## src/rtl/asrx_pkg.sv

```systemverilog
package asrx_pkg;

    typedef enum logic [2:0] {
        FMT_LSB16 = 3'b000,
        FMT_LSB20 = 3'b001,
        FMT_MSB24 = 3'b010,
        FMT_I2S   = 3'b011,
        FMT_LSB24 = 3'b100
    } fmt_e;

    typedef enum logic [1:0] {
        ST_OFF,
        ST_PRIME,
        ST_ALIGN,
        ST_RUN
    } rx_state_e;

endpackage

```

## src/rtl/asrx_sync.sv

```systemverilog
module asrx_sync #(
    parameter int WIDTH  = 3,
    parameter int STAGES = 2
) (
    input  logic             clk,
    input  logic             rst_n,
    input  logic [WIDTH-1:0] din,
    output logic [WIDTH-1:0] dout
);

    logic [WIDTH-1:0] stage_q [STAGES];

    always_ff @(posedge clk or negedge rst_n) begin
        if (!rst_n) begin
            for (int i = 0; i < STAGES; i++) stage_q[i] <= '0;
        end else begin
            stage_q[0] <= din;
            for (int i = 1; i < STAGES; i++) stage_q[i] <= stage_q[i-1];
        end
    end

    assign dout = stage_q[STAGES-1];

endmodule

```

## src/rtl/asrx_slot_tracker.sv

```systemverilog
module asrx_slot_tracker (
    input  logic clk,
    input  logic rst_n,
    input  logic bclk_s,
    input  logic ws_s,
    input  logic data_s,
    input  logic fall_edge,
    input  logic ws_delay,
    output logic bit_stb,
    output logic bit_val,
    output logic ws_eff
);

    logic bclk_q;
    logic ws_hist;
    logic latch;

    assign latch = fall_edge ? (bclk_q & ~bclk_s) : (~bclk_q & bclk_s);

    always_ff @(posedge clk or negedge rst_n) begin
        if (!rst_n) begin
            bclk_q  <= 1'b0;
            ws_hist <= 1'b0;
            bit_stb <= 1'b0;
            bit_val <= 1'b0;
            ws_eff  <= 1'b0;
        end else begin
            bclk_q  <= bclk_s;
            bit_stb <= latch;
            if (latch) begin
                bit_val <= data_s;
                ws_hist <= ws_s;
                ws_eff  <= ws_delay ? ws_hist : ws_s;
            end
        end
    end


    latch_edge_chk: assert property (@(posedge clk) disable iff (!rst_n)
        bit_stb |-> ($past(bclk_s) == ~$past(fall_edge)));

endmodule

```

## src/rtl/asrx_word_pack.sv

```systemverilog
module asrx_word_pack
    import asrx_pkg::*;
#(
    parameter int SMP_W = 24
) (
    input  logic [2:0]       fmt,
    input  logic [SMP_W-1:0] sr_lsb,
    input  logic [SMP_W-1:0] sr_msb,
    output logic [SMP_W-1:0] word
);

    localparam int SHORT_W = SMP_W - 8;
    localparam int MID_W   = SMP_W - 4;

    always_comb begin
        unique case (fmt_e'(fmt))
            FMT_LSB16: word = {{(SMP_W-SHORT_W){sr_lsb[SHORT_W-1]}}, sr_lsb[SHORT_W-1:0]};
            FMT_LSB20: word = {{(SMP_W-MID_W){sr_lsb[MID_W-1]}}, sr_lsb[MID_W-1:0]};
            FMT_LSB24: word = sr_lsb;
            default:   word = sr_msb;
        endcase
    end

endmodule

```

## src/rtl/audio_serial_rx.sv

```systemverilog
module audio_serial_rx
    import asrx_pkg::*;
#(
    parameter int SMP_W       = 24,
    parameter int SYNC_STAGES = 2
) (
    input  logic             clk,
    input  logic             rst_n,
    input  logic             enable,
    input  logic [2:0]       fmt_sel,
    input  logic             bclk_inv,
    input  logic             ws_inv,
    input  logic             ser_bclk,
    input  logic             ser_ws,
    input  logic             ser_data,
    output logic [SMP_W-1:0] left_sample,
    output logic [SMP_W-1:0] right_sample,
    output logic             frame_strobe
);

    localparam int CNT_W = $clog2(SMP_W + 1);

    logic [2:0]       sync_out;
    logic             bit_stb, bit_val, ws_eff;
    logic             i2s_mode;
    rx_state_e        state_q, state_nx;
    logic             ws_prev, prime_done, have_left;
    logic [SMP_W-1:0] sr_lsb, sr_msb, packed_word;
    logic [CNT_W-1:0] bit_cnt;
    logic             ws_change;
    logic             prev_is_left;

    assign i2s_mode     = (fmt_sel == FMT_I2S);
    assign ws_change    = (ws_eff != ws_prev);
    assign prev_is_left = ws_prev ^ i2s_mode ^ ws_inv;

    asrx_sync #(.WIDTH(3), .STAGES(SYNC_STAGES)) sync_i (
        .clk   (clk),
        .rst_n (rst_n),
        .din   ({ser_bclk, ser_ws, ser_data}),
        .dout  (sync_out)
    );

    asrx_slot_tracker tracker_i (
        .clk       (clk),
        .rst_n     (rst_n),
        .bclk_s    (sync_out[2]),
        .ws_s      (sync_out[1]),
        .data_s    (sync_out[0]),
        .fall_edge (bclk_inv),
        .ws_delay  (i2s_mode),
        .bit_stb   (bit_stb),
        .bit_val   (bit_val),
        .ws_eff    (ws_eff)
    );

    asrx_word_pack #(.SMP_W(SMP_W)) pack_i (
        .fmt    (fmt_sel),
        .sr_lsb (sr_lsb),
        .sr_msb (sr_msb),
        .word   (packed_word)
    );

    // state register
    always_ff @(posedge clk or negedge rst_n) begin
        if (!rst_n) state_q <= ST_OFF;
        else        state_q <= state_nx;
    end

    // transitions
    always_comb begin
        state_nx = state_q;
        unique case (state_q)
            ST_OFF:   if (enable) state_nx = ST_PRIME;
            ST_PRIME: if (bit_stb && prime_done) state_nx = ST_ALIGN;
            ST_ALIGN: if (bit_stb && ws_change) state_nx = ST_RUN;
            ST_RUN:   state_nx = ST_RUN;
            default:  state_nx = ST_OFF;
        endcase
        if (!enable) state_nx = ST_OFF;
    end

    // datapath and outputs
    always_ff @(posedge clk or negedge rst_n) begin
        if (!rst_n) begin
            ws_prev      <= 1'b0;
            prime_done   <= 1'b0;
            have_left    <= 1'b0;
            sr_lsb       <= '0;
            sr_msb       <= '0;
            bit_cnt      <= '0;
            left_sample  <= '0;
            right_sample <= '0;
            frame_strobe <= 1'b0;
        end else begin
            frame_strobe <= 1'b0;
            if (!enable || state_q == ST_OFF) begin
                prime_done   <= 1'b0;
                have_left    <= 1'b0;
                sr_lsb       <= '0;
                sr_msb       <= '0;
                bit_cnt      <= '0;
                left_sample  <= '0;
                right_sample <= '0;
            end else if (bit_stb) begin
                ws_prev    <= ws_eff;
                prime_done <= 1'b1;
                sr_lsb     <= {sr_lsb[SMP_W-2:0], bit_val};
                if (state_q == ST_RUN && ws_change) begin
                    if (prev_is_left) begin
                        left_sample <= packed_word;
                        have_left   <= 1'b1;
                    end else begin
                        right_sample <= packed_word;
                        have_left    <= 1'b0;
                        frame_strobe <= have_left;
                    end
                end
                if (ws_change) begin
                    sr_msb  <= {bit_val, {(SMP_W-1){1'b0}}};
                    bit_cnt <= CNT_W'(1);
                end else if (bit_cnt < CNT_W'(SMP_W)) begin
                    sr_msb[CNT_W'(SMP_W-1) - bit_cnt] <= bit_val;
                    bit_cnt <= bit_cnt + CNT_W'(1);
                end
            end
        end
    end


    strobe_single_chk: assert property (@(posedge clk) disable iff (!rst_n)
        frame_strobe |=> !frame_strobe);


    strobe_in_run_chk: assert property (@(posedge clk) disable iff (!rst_n)
        frame_strobe |-> ($past(state_q) == ST_RUN));


    off_idle_chk: assert property (@(posedge clk) disable iff (!rst_n)
        !enable |=> (left_sample == '0 && right_sample == '0 && !frame_strobe));


    run_entry_chk: assert property (@(posedge clk) disable iff (!rst_n)
        $rose(state_q == ST_RUN) |-> ($past(state_q) == ST_ALIGN));

endmodule

```

## config.mk

```make
export PLATFORM = sky130hd
export DESIGN_NAME = audio_serial_rx
export DESIGN_NICKNAME = d
export VERILOG_FILES = /design/src/rtl/asrx_pkg.sv /design/src/rtl/asrx_sync.sv /design/src/rtl/asrx_slot_tracker.sv /design/src/rtl/asrx_word_pack.sv /design/src/rtl/audio_serial_rx.sv
export SDC_FILE = /design/constraint.sdc
export NUM_CORES = 1
export LEC_CHECK = 0
export ABC_CLOCK_PERIOD_IN_PS = 1800
export BUFFER_PORTS_ARGS = -buffer_cell sky130_fd_sc_hd__buf_2
export CORE_ASPECT_RATIO = 0.9
export CORE_UTILIZATION = 30
export CTS_CLUSTER_DIAMETER = 50
export DETAILED_ROUTE_END_ITERATION = 10
export PLACE_DENSITY_LB_ADDON = 0.05
export RECOVER_POWER = 25
export SLEW_MARGIN = 20
export SYNTH_ARGS = -nofsm -noshare
export SYNTH_HDL_FRONTEND = slang
export SYNTH_SLANG_ARGS = --single-unit
```

## constraint.sdc

```tcl
create_clock -name clk -period 1.8 [get_ports clk]
set_clock_uncertainty 0.15 [all_clocks]
set_input_delay 0.09 -clock clk [delete_from_list [all_inputs] [get_ports clk]]
set_output_delay 0.09 -clock clk [all_outputs]
set_load 0.005 [all_outputs]
```

Word-level counts from Yosys, hierarchy flattened
Index checks and enable logic that the tools add are counted.

Equal/unequal tests: 10. Muxes and demuxes: 38. $add $sub $neg: 2. Bitwise operators: 7. Reduce and logical (&&, ||, !) cells: 18. $lt $le $gt $ge: 3.

Operators by type and width (count): $mux 24 (14); $pmux 24 s3 (1); $bwmux 24 (1); $mux 5 (4); $mux 1 (13); $pmux 2 s4 (1); $reduce_and 2->1 (4); $lt 5x6->1 const B (1); $mux 2 (3); $ne 3x3->1 const B (2); $reduce_and 3->1 (2); $reduce_bool 2->1 (3); $add 5x1->5 const B (1); $demux 1 s5 (1); $ge 5x1->1 const B (1); $lt 5x5->1 const B (1); $sub 5x5->5 const A (1); $eq 2x2->1 const B (2); $logic_and 1x1->1 (4); $eq 3x1->1 const B (1); $eq 3x2->1 const B (1); $eq 3x3->1 const B (1); $logic_not 3->1 (1); $not 1->1 (3); other kinds (9) (11).

Bits of input ports: 11. Output and inout port bits: 49. Flip-flop bits (word level): 118. Word-level logic and storage cells: 95.

Longest topological paths before layout
Gate-level depths: netlist (run 1).

Word-level depth: 10. Gate-level depth with buffers: 7.

Cells and area by module
From an unflattened synthesis (run 1), not the netlist that was laid out.

Cell total of the unflattened synthesis: 514. Area, all modules: 5591.6 um2.

Modules (own cells, without submodules): audio_serial_rx (area each 4760.8 um2, cells an instance 444, times used 1); asrx_word_pack (area each 457.9 um2, cells an instance 49, times used 1); asrx_slot_tracker (area each 200.2 um2, cells an instance 12, times used 1); asrx_sync (area each 172.7 um2, cells an instance 9, times used 1).

Least setup slack after synthesis (run 1)
OpenSTA, ideal clock, no wires.

Path kind: flip-flop to flip-flop. From: reg bit_cnt[2]. To: reg sr_msb[0]. Data required time: 1.528 ns. Stages on the path, launching flop included: 5. Slack: 0.045 ns. Setup time: 0.122 ns. Arrival time: 1.484 ns. Path through: dfrtp_1 > clkbuf_1 > nor3b_1 > nand3_1 > a32o_1.

Word-level cells in the longest chain between the ends: 10. Elaborated cells on any way between the ends: 14. Classes of those cells: 1 x add/sub; 3 x order compare; 7 x mux; 3 x reduce/logical.

RTL lines: from (decl) (RTL line audio_serial_rx.sv:29) `logic [CNT_W-1:0] bit_cnt;`; from (signal assigned) (RTL line audio_serial_rx.sv:124) `bit_cnt <= bit_cnt + CNT_W'(1);`; $sub 5x5->5 (RTL line audio_serial_rx.sv:123) `sr_msb[CNT_W'(SMP_W-1) - bit_cnt] <= bit_val;`; $lt 5x6->1 (implied by the code) / $ge 5x1->1 (equally long branches) (RTL line audio_serial_rx.sv:123); $logic_and 1x1->1 (implied by the code) (RTL line audio_serial_rx.sv:123); $mux 1 (implied by the code) (RTL line audio_serial_rx.sv:123); $demux 1 s5 (RTL line audio_serial_rx.sv:123); $bwmux 24 (RTL line audio_serial_rx.sv:123); $mux 24 (RTL line audio_serial_rx.sv:122) `end else if (bit_cnt < CNT_W'(SMP_W)) begin`; $mux 24 (RTL line audio_serial_rx.sv:119) `if (ws_change) begin`; $mux 24 (RTL line audio_serial_rx.sv:105) `end else if (bit_stb) begin`; $mux 24 (RTL line audio_serial_rx.sv:97) `if (!enable || state_q == ST_OFF) begin`; to (signal assigned) (RTL line audio_serial_rx.sv:120) `sr_msb <= {bit_val, {(SMP_W-1){1'b0}}};`; to (signal, indexed assignment) (RTL line audio_serial_rx.sv:123); to (decl) (RTL line audio_serial_rx.sv:28) `logic [SMP_W-1:0] sr_lsb, sr_msb, packed_word;`.

Several ways; a longest one is shown, not always the timed one. The select of a mux whose other input is x is not followed. A chain may end at the register's enable or synchronous reset.

Final worst setup path (run 1)
From: reg state_q[0]. To: reg sr_msb[19].

Word-level cells in the longest chain between the ends: 4. Elaborated cells on any way between the ends: 6. Classes of those cells: 1 x mux; 5 x reduce/logical.

RTL lines: from (decl) (RTL line audio_serial_rx.sv:26) `rx_state_e state_q, state_nx;`; from (signal assigned) (RTL line audio_serial_rx.sv:67) `else state_q <= state_nx;`; $logic_not 2->1 * (RTL line audio_serial_rx.sv:97); $logic_or 1x1->1 * (RTL line audio_serial_rx.sv:97); $reduce_bool 3->1 (no source line) / $reduce_bool 2->1 (equally long branches); $reduce_and 2->1 (no source line).

Every way passes the cells marked *; elsewhere a longest branch is shown, timed or not.

==> results of run 1 <==
-- area by class of cell --
class / count / share of cell area (%)
clock buffers: 20 / 6.45
clock inverters: 12 / 1.92
inverters: 10 / 0.555
multi-input cells: 327 / 33.2
flip-flops and latches: 118 / 43.7
well taps: 240 / 4.44
repair buffers: 99 / 9.76
-- registers in the layout, indices dropped and copies added, names as in the netlist --
| name | cells |
|---|---|
| tracker_i.bit_stb | 1 |
| sr_msb | 24 |
| state_q | 2 |
| right_sample | 24 |
| sync_i.dout | 3 |
| tracker_i.bit_val | 1 |
| tracker_i.ws_eff | 1 |
| frame_strobe | 1 |
| bit_cnt | 5 |
| have_left | 1 |
| sr_lsb | 24 |
| tracker_i.ws_hist | 1 |
| sync_i.stage_q | 3 |
| left_sample | 24 |
| prime_done | 1 |
| tracker_i.bclk_q | 1 |
| ws_prev | 1 |
-- metal layers --
layer / up-vias / share of wire, % / track usage (%)
met5: - / 0 / 0
met4: 0 / 0.88 / 4.82
met3: 10 / 3.9 / 4.40
met2: 72 / 42 / 23.0
met1: 1969 / 53 / 23.1
li1: 1871 / - / -
-- what timing repair did --
| item | 4_1_cts | 5_1_grt |
|---|---|---|
| buffers inserted | 0 | 1 |
| hold buffers | 6 | 0 |
| endpoints found under the hold margin | 124 | 0 |
| setup endpoints to repair | 0 | 41 |
| gates resized for setup | 0 | 4 |
-- power by group through the flow --
stage,combinational (uW),sequential (uW),clock [uW]
after global routing,555,2740,3480
final,499,2730,3260
after CTS,519,2730,3340
after floorplan,261,2780,0
after detailed placement,508,2780,0
after global placement,508,2780,0
-- worst paths after layout --
kind	end	start	depth (start not counted)	slack, ns
worst max-delay path	sr_msb[19]	state_q[0]	5	0.1
worst min-delay path	right_sample[23]	fmt_sel[1]	4	0.02
worst max register to register	sr_msb[19]	state_q[0]	5	0.1
worst min register to register	sync_i.dout[0]	sync_i.stage_q[3]	0	0.20
max in group asynchronous	bit_cnt[3]	rst_n	3	0.32
min in group asynchronous	left_sample[21]	rst_n	2	0.15
-- Yosys cell counts (2+ instances only) --
master | number | area share [%]
o2111ai_1 | 2 | 0.32
a32o_1 | 19 | 3.5
nor3_1 | 5 | 0.46
o221ai_1 | 6 | 0.97
buf_12 | 2 | 0.74
nand2_1 | 93 | 6.4
dfrtp_1 | 118 | 54
nor2_1 | 36 | 2.5
inv_1 | 10 | 0.69
nand3_1 | 9 | 0.83
nand4_1 | 2 | 0.23
mux2i_1 | 75 | 14
clkbuf_1 | 23 | 1.6
o21ai_0 | 5 | 0.46
buf_6 | 3 | 0.62
nor3b_1 | 3 | 0.42
o21ai_1 | 2 | 0.18
buf_2 | 5 | 0.46
xor2_1 | 3 | 0.48
ha_1 | 4 | 0.92
a21oi_1 | 11 | 1.0
mux2_2 | 21 | 4.4
nor2b_1 | 2 | 0.23
buf_1 | 4 | 0.28
xnor2_1 | 2 | 0.32
and2_1 | 8 | 0.92
a31oi_1 | 2 | 0.23
-- kinds of logic (layout without fill, tap and decap cells) --
family	after synthesis	after routing
muxes	96	96
xor gates and xnor gates	6	6
DFF	118	118
adders and majority gates	4	4
AOI/OAI and AO/OA	56	56
buffers and inverters	47	141
and+or+nand+nor	165	165
-- critical path, stage by stage, from the launching register on --
cell and delay, ns:
dfrtp_1 0.42, o21a_2 0.26, and4_1 0.23, and2_1 0.18, buf_4 0.13, a32o_1 0.20
-- metrics by stage --
| step | power (uW) | cell area, um2 | utilization (%) | hold slack, ns |
|---|---|---|---|---|
| floorplan | 3040 | 5430 | - | -0.356 |
| global placement | 3290 | 6150 | 34.8 | -0.0655 |
| detailed placement | 3290 | 6150 | 34.8 | -0.0689 |
| CTS | 6590 | 6780 | 38.4 | 0.00102 |
| global route | 6770 | 6770 | 38.3 | 0.0456 |
| finish | 6490 | 6770 | 38.3 | 0.0193 |
==> results_dict.tcl, run 1 <==
set metrics [dict create \
    outcome "complete, no violations" \
    synth_cell_type_count 44 \
    port_buffers 59 \
    start_util_pct 30.7 \
    hpwlAfterDp_um 9490 \
    synth_edf_count 0 \
    grt_first_pass_wirelength_um 22000 \
    cp-start-kind "register" \
    p_leak_uw 0.00341 \
    synth_seq_cells 118 \
    place_ws_ns 0.0164 \
    core_area_um2 17700 \
    route.final.wire_length_um 13600 \
    final_cells 826 \
    drt_iter0_drc 229 \
    synth_compound_area_share_pct 8.05 \
    remaining_drc_errors 0 \
    setup_violations 0 \
    syn_area_per_cell_um2 11.0 \
    synthCells 492 \
    cts_buffers 17 \
    worstMarginPinSlew_ns 0.852 \
    rows 46 \
    dp.cells 787 \
    dr.pass1.iters 4 \
    clock-root-buffer "clkbuf_16" \
    synth_area_um2 5430 \
    die_area_um2 18600 \
    async_reset_ff_share_pct 100 \
    synth_ff_type "dfrtp_1" \
    p_switching_uw 1560 \
    layout_commonest_cell "dfrtp_1" \
    synth_simple_gate_area_share_pct 12.9 \
    crit_type "reg -> reg" \
    num_vias 3922 \
    power_frac_comb_pct 7.7 \
    multi_input_area_um2 2250 \
    io_pins 60 \
    numClockSinks 118 \
    clock_power_share_pct 50.2 \
    gp_congestion 0.737 \
    crit_path_max_fanout 5 \
    grt_antenna_before_repair 0 \
    worstHoldPathType "in -> reg" \
    synth_xor_area_share_pct 1.11 \
    grt_pass1_vias 3885 \
    hold_violations 0 \
    min_period_over_period_pct 94.6 \
    drive_gt1_share_pct 25.8 \
    clockBufferDepth 2 \
    yosys_warnings 0 \
    die_x_um 144 \
    finalNetCount 588 \
    max_slew_margin_pct 43.2 \
    via_per_inst 4.75 \
    mostFrequentLayoutCells "dfrtp_1, nand2_1, mux2i_1, buf_2, nor2_1" \
    worstPathArrival_ns 1.84 \
    swShare_pct 24.1 \
    synth_top_family_by_area "multiplexers" \
    cts_tree "built" \
    finalCriticalPeriod_ns 1.70 \
    wl_per_cell_um 16.4 \
    fmax_mhz 587 \
    setup_slack_ns 0.0973 \
    die_h_um 130 \
    clk_pin_slew_worst_paths_ns 0.06 \
    rsz0062_at_grt "no" \
    synth.area.mux_share_pct 18.2 \
    synthesis.nets 507 \
    overflow 0 \
    p_per_area_nw_per_um2 959 \
    area_growth_pct 24.7 \
    maxSlewViolCount 0 \
    grt_start_max_net_pins 73 \
    regArea_um2 2950 \
    grtUsageTotal_pct 16.0 \
    required_ns 1.94 \
    setup_tns_ns 0 \
    nFillCells 1747 \
    num_antenna_cells 0 \
    cp-end-kind "register" \
    p_int_uw 4920 \
    ir_drop_uv 602 \
    worstSkewPairLatency_ns 0.41 \
    postRouteAntennaNets 0 \
    maxCapViolations 0 \
    synth_adder_area_share_pct 0.922 \
    cts_max_level 4 \
    seq_area_frac_synth_pct 54.4 \
    seq_power_share_pct 42.1 \
]
(Power assumes the default switching activity.)
==> run 2, diff against run 1 <==
--- a/config.mk
+++ b/config.mk
@@ -16,4 +16,5 @@
 export SLEW_MARGIN = 20
 export SYNTH_ARGS = -nofsm -noshare
 export SYNTH_HDL_FRONTEND = slang
+export SYNTH_HIERARCHICAL = 1
 export SYNTH_SLANG_ARGS = --single-unit
==> run 2 against run 1 <==
Compared with the run above: die area is 3.0% higher; non-clock buffer count is 10 higher; worst hold slack better by 0.051 ns; first-iteration DRC count is 5.2% lower; sequential share of layout area is 2.2 points lower; combinational power is 33% higher; register-to-register slack worse by 0.04 ns; critical path depth is 1 higher; sequential power hardly changed; final cell count is 4.5% higher; total power is 2.3% higher; final area is 5.4% higher.
==> results_dict.tcl, run 2 <==
set metrics [dict create \
    yosys_warnings 6 \
    die_area_um2 19200 \
    max_slew_margin_pct 35.9 \
    grt_antenna_before_repair 0 \
    r2r_slack_ns 0.06 \
    drive_gt1_share_pct 28.9 \
    finalNetCount 625 \
    placed_area_um2 6390 \
    wl_per_cell_um 16.4 \
    p_int_uw 4990 \
    clk_pin_slew_worst_paths_ns 0.06 \
    drt_iter0_drc 217 \
    dr.pass1.iters 4 \
    timing.rr.start "ws_prev" \
    path_buf_inv 2 \
    hold_violations 0 \
    synth_top_area_share_pct 52.8 \
    ir_drop_uv 573 \
    outcome "complete, no violations" \
    grt_pass1_vias 4293 \
    grtUsageTotal_pct 16.0 \
    rows 46 \
    final_util_pct 39.7 \
    worstMarginPinSlew_ns 0.962 \
    layout_commonest_cell "dfrtp_1" \
    seq_power_share_pct 41.2 \
    regToRegEndpoint "right_sample[11]" \
    numClockSinks 118 \
    worstHoldPathType "in -> reg" \
    worstPathArrival_ns 1.93 \
    critical_path.cell_chain "xor2_2, buf_6, and4_1, nand2_1, buf_12, mux2i_1" \
    core_area_um2 18000 \
    remaining_drc_errors 0 \
    fmax_mhz 574 \
    maxSlewViolCount 0 \
    power_frac_comb_pct 10.0 \
    gp_congestion 0.767 \
    synth_area_um2 5590 \
    critPathTopFamily "flip-flops" \
    synth_edf_count 0 \
    cp-end-kind "register" \
    r2r_cells 6 \
    grt_start_max_net_pins 50 \
    final_area_um2 7130 \
    worstSkewPairLatency_ns 0.41 \
    die_x_um 146 \
    cts_max_level 4 \
    port_buffers 59 \
    synth_cell_type_count 48 \
    cp-startpoint "ws_prev" \
    grt_first_pass_wirelength_um 23800 \
    place_ws_ns 0.00318 \
    min_path_cells 5 \
    p_leak_uw 0.00338 \
    synth_area_leader_cell "dfrtp_1" \
    clock_power_share_pct 48.9 \
    num_antenna_cells 0 \
    hpwlAfterDp_um 10100 \
    mostFrequentLayoutCells "dfrtp_1, nand2_1, mux2i_1, buf_2, nor2_1" \
    crit_path_max_fanout 21 \
    cts_tree "built" \
    rsz0062_at_grt "yes" \
    synthCells 514 \
    via_per_inst 4.75 \
    clockBufferDepth 2 \
    min_period_over_period_pct 96.8 \
    synthesis.nets 529 \
    synth_seq_cells 118 \
    maxCapViolations 0 \
    overflow 0 \
    async_reset_ff_share_pct 100 \
    cp-start-kind "register" \
    crit_type "reg -> reg" \
    slowest_stage "dfrtp_1" \
    min-delay-start "fmt_sel[0]" \
    synth_ff_type "dfrtp_1" \
    min_to "right_sample[16]" \
    yosysMostFrequentCell "dfrtp_1" \
    max_stage_delay_ns 0.41 \
    synthTopCellsByArea "dfrtp_1, mux2i_1, nand2_1" \
    p_per_area_nw_per_um2 931 \
    cts_buffers 17 \
    num_vias 4096 \
    area_growth_pct 27.6 \
    setup_slack_ns 0.0573 \
    start_util_pct 31.1 \
    swShare_pct 24.9 \
    syn_area_per_cell_um2 10.9 \
    io_pins 60 \
    route.final.wire_length_um 14200 \
    clock-root-buffer "clkbuf_16" \
    finalCriticalPeriod_ns 1.74 \
    setup_violations 0 \
    die_h_um 132 \
    synth_common_cells "dfrtp_1, nand2_1, mux2i_1" \
    seq_area_frac_synth_pct 52.8 \
    postRouteAntennaNets 0 \
    p_switching_uw 1650 \
    required_ns 1.98 \
]
[run 2: cell count changes after synthesis, moves of 4 or more]
cell | before | now
o21ai_0 | 5 | 32
a32o_1 | 19 | 0
clkbuf_1 | 23 | 13
a211oi_1 | 1 | 10
a22oi_1 | 0 | 8
a21oi_1 | 11 | 4
and2_1 | 8 | 1
buf_4 | 0 | 6
o221ai_1 | 6 | 0
a221o_1 | 0 | 5
o22ai_1 | 0 | 5
mux2_1 | 0 | 4
[run 2: per-stage QoR]
| stage | cells | hold slack (ns) | power, uW | setup TNS, ns |
|---|---|---|---|---|
| finish | 863 | 0.0702 | 6640 | 0 |
| global route | 863 | 0.110 | 6930 | -0.411 |
| global placement | 820 | -0.0535 | 3390 | 0 |
| floorplan | 514 | -0.356 | 3120 | 0 |
| detailed placement | 820 | -0.0509 | 3400 | 0 |
| CTS | 858 | 0.0546 | 6700 | 0 |
[run 2: worst reg2reg max path, delay by kind of cell (launching register included)]
| kind | cells | cell delay (ns) |
|---|---|---|
| XOR/XNOR | 1 | 0.20 |
| AND/OR/NAND/NOR | 2 | 0.32 |
| flip-flops | 1 | 0.41 |
| multiplexers | 1 | 0.24 |
| buffers and inverters | 2 | 0.34 |
[run 2: cell type report]
type | instances | area [um2]
Fill cell | 1775 | 10800
Sequential cell | 118 | 2950
Multi-Input combinational cell | 355 | 2510
Timing Repair Buffer | 109 | 772
Clock buffer | 19 | 433
Tap cell | 240 | 300
Clock inverter | 13 | 134
Inverter | 9 | 33.8
[run 2: cell families (layout without fill, tap and decap cells)]
logic type               count (synthesis)  in the layout  share of synthesized area (%)
adder cells (fa/ha/maj)                  4              4                          0.895
XOR/XNOR                                 6              6                           1.07
buffers and inverters                   41            150                           3.83
AO/OA/AOI/OAI                           83             83                           10.2
AND/OR/NAND/NOR                        164            164                           13.1
flip-flops                             118            118                           52.8
multiplexers                            98             98                           18.1
[run 2: worst max-delay path by stage]
stage / cells past startpoint / slack (ns) / endpoint
finish: 6 / 0.06 / right_sample[11]
global route: 6 / -0.04 / left_sample[5]
CTS: 6 / 0.007 / sr_msb[12]
detailed placement: 5 / 0.003 / sr_msb[3]
global placement: 5 / 0.03 / sr_msb[3]
floorplan: 5 / 0.01 / sr_msb[3]
[run 2: per-layer routing]
layer	vias to the layer above	share of wire, %	global-route usage [%]
li1	1994	-	-
met1	2015	52	23.0
met2	75	43	23.3
met3	12	3.4	4.10
met4	0	1.0	4.91
met5	-	0	0
[run 2: power by group through the flow]
stage,Sequential [uW],Combinational [uW],Clock [uW]
floorplan,2770,345,0
global placement,2780,613,0
detailed placement,2780,613,0
CTS,2740,622,3340
global route,2740,729,3460
finish,2730,662,3240
[run 2: what timing repair did]
| action | 4_1_cts | 5_1_grt |
|---|---|---|
| hold buffers | 6 | 0 |
| resized for setup | 1 | 28 |
| pin swaps | 1 | 7 |
| buffers inserted | 0 | 5 |
| setup endpoints to repair | 3 | 49 |
| hold endpoints to repair | 127 | 0 |
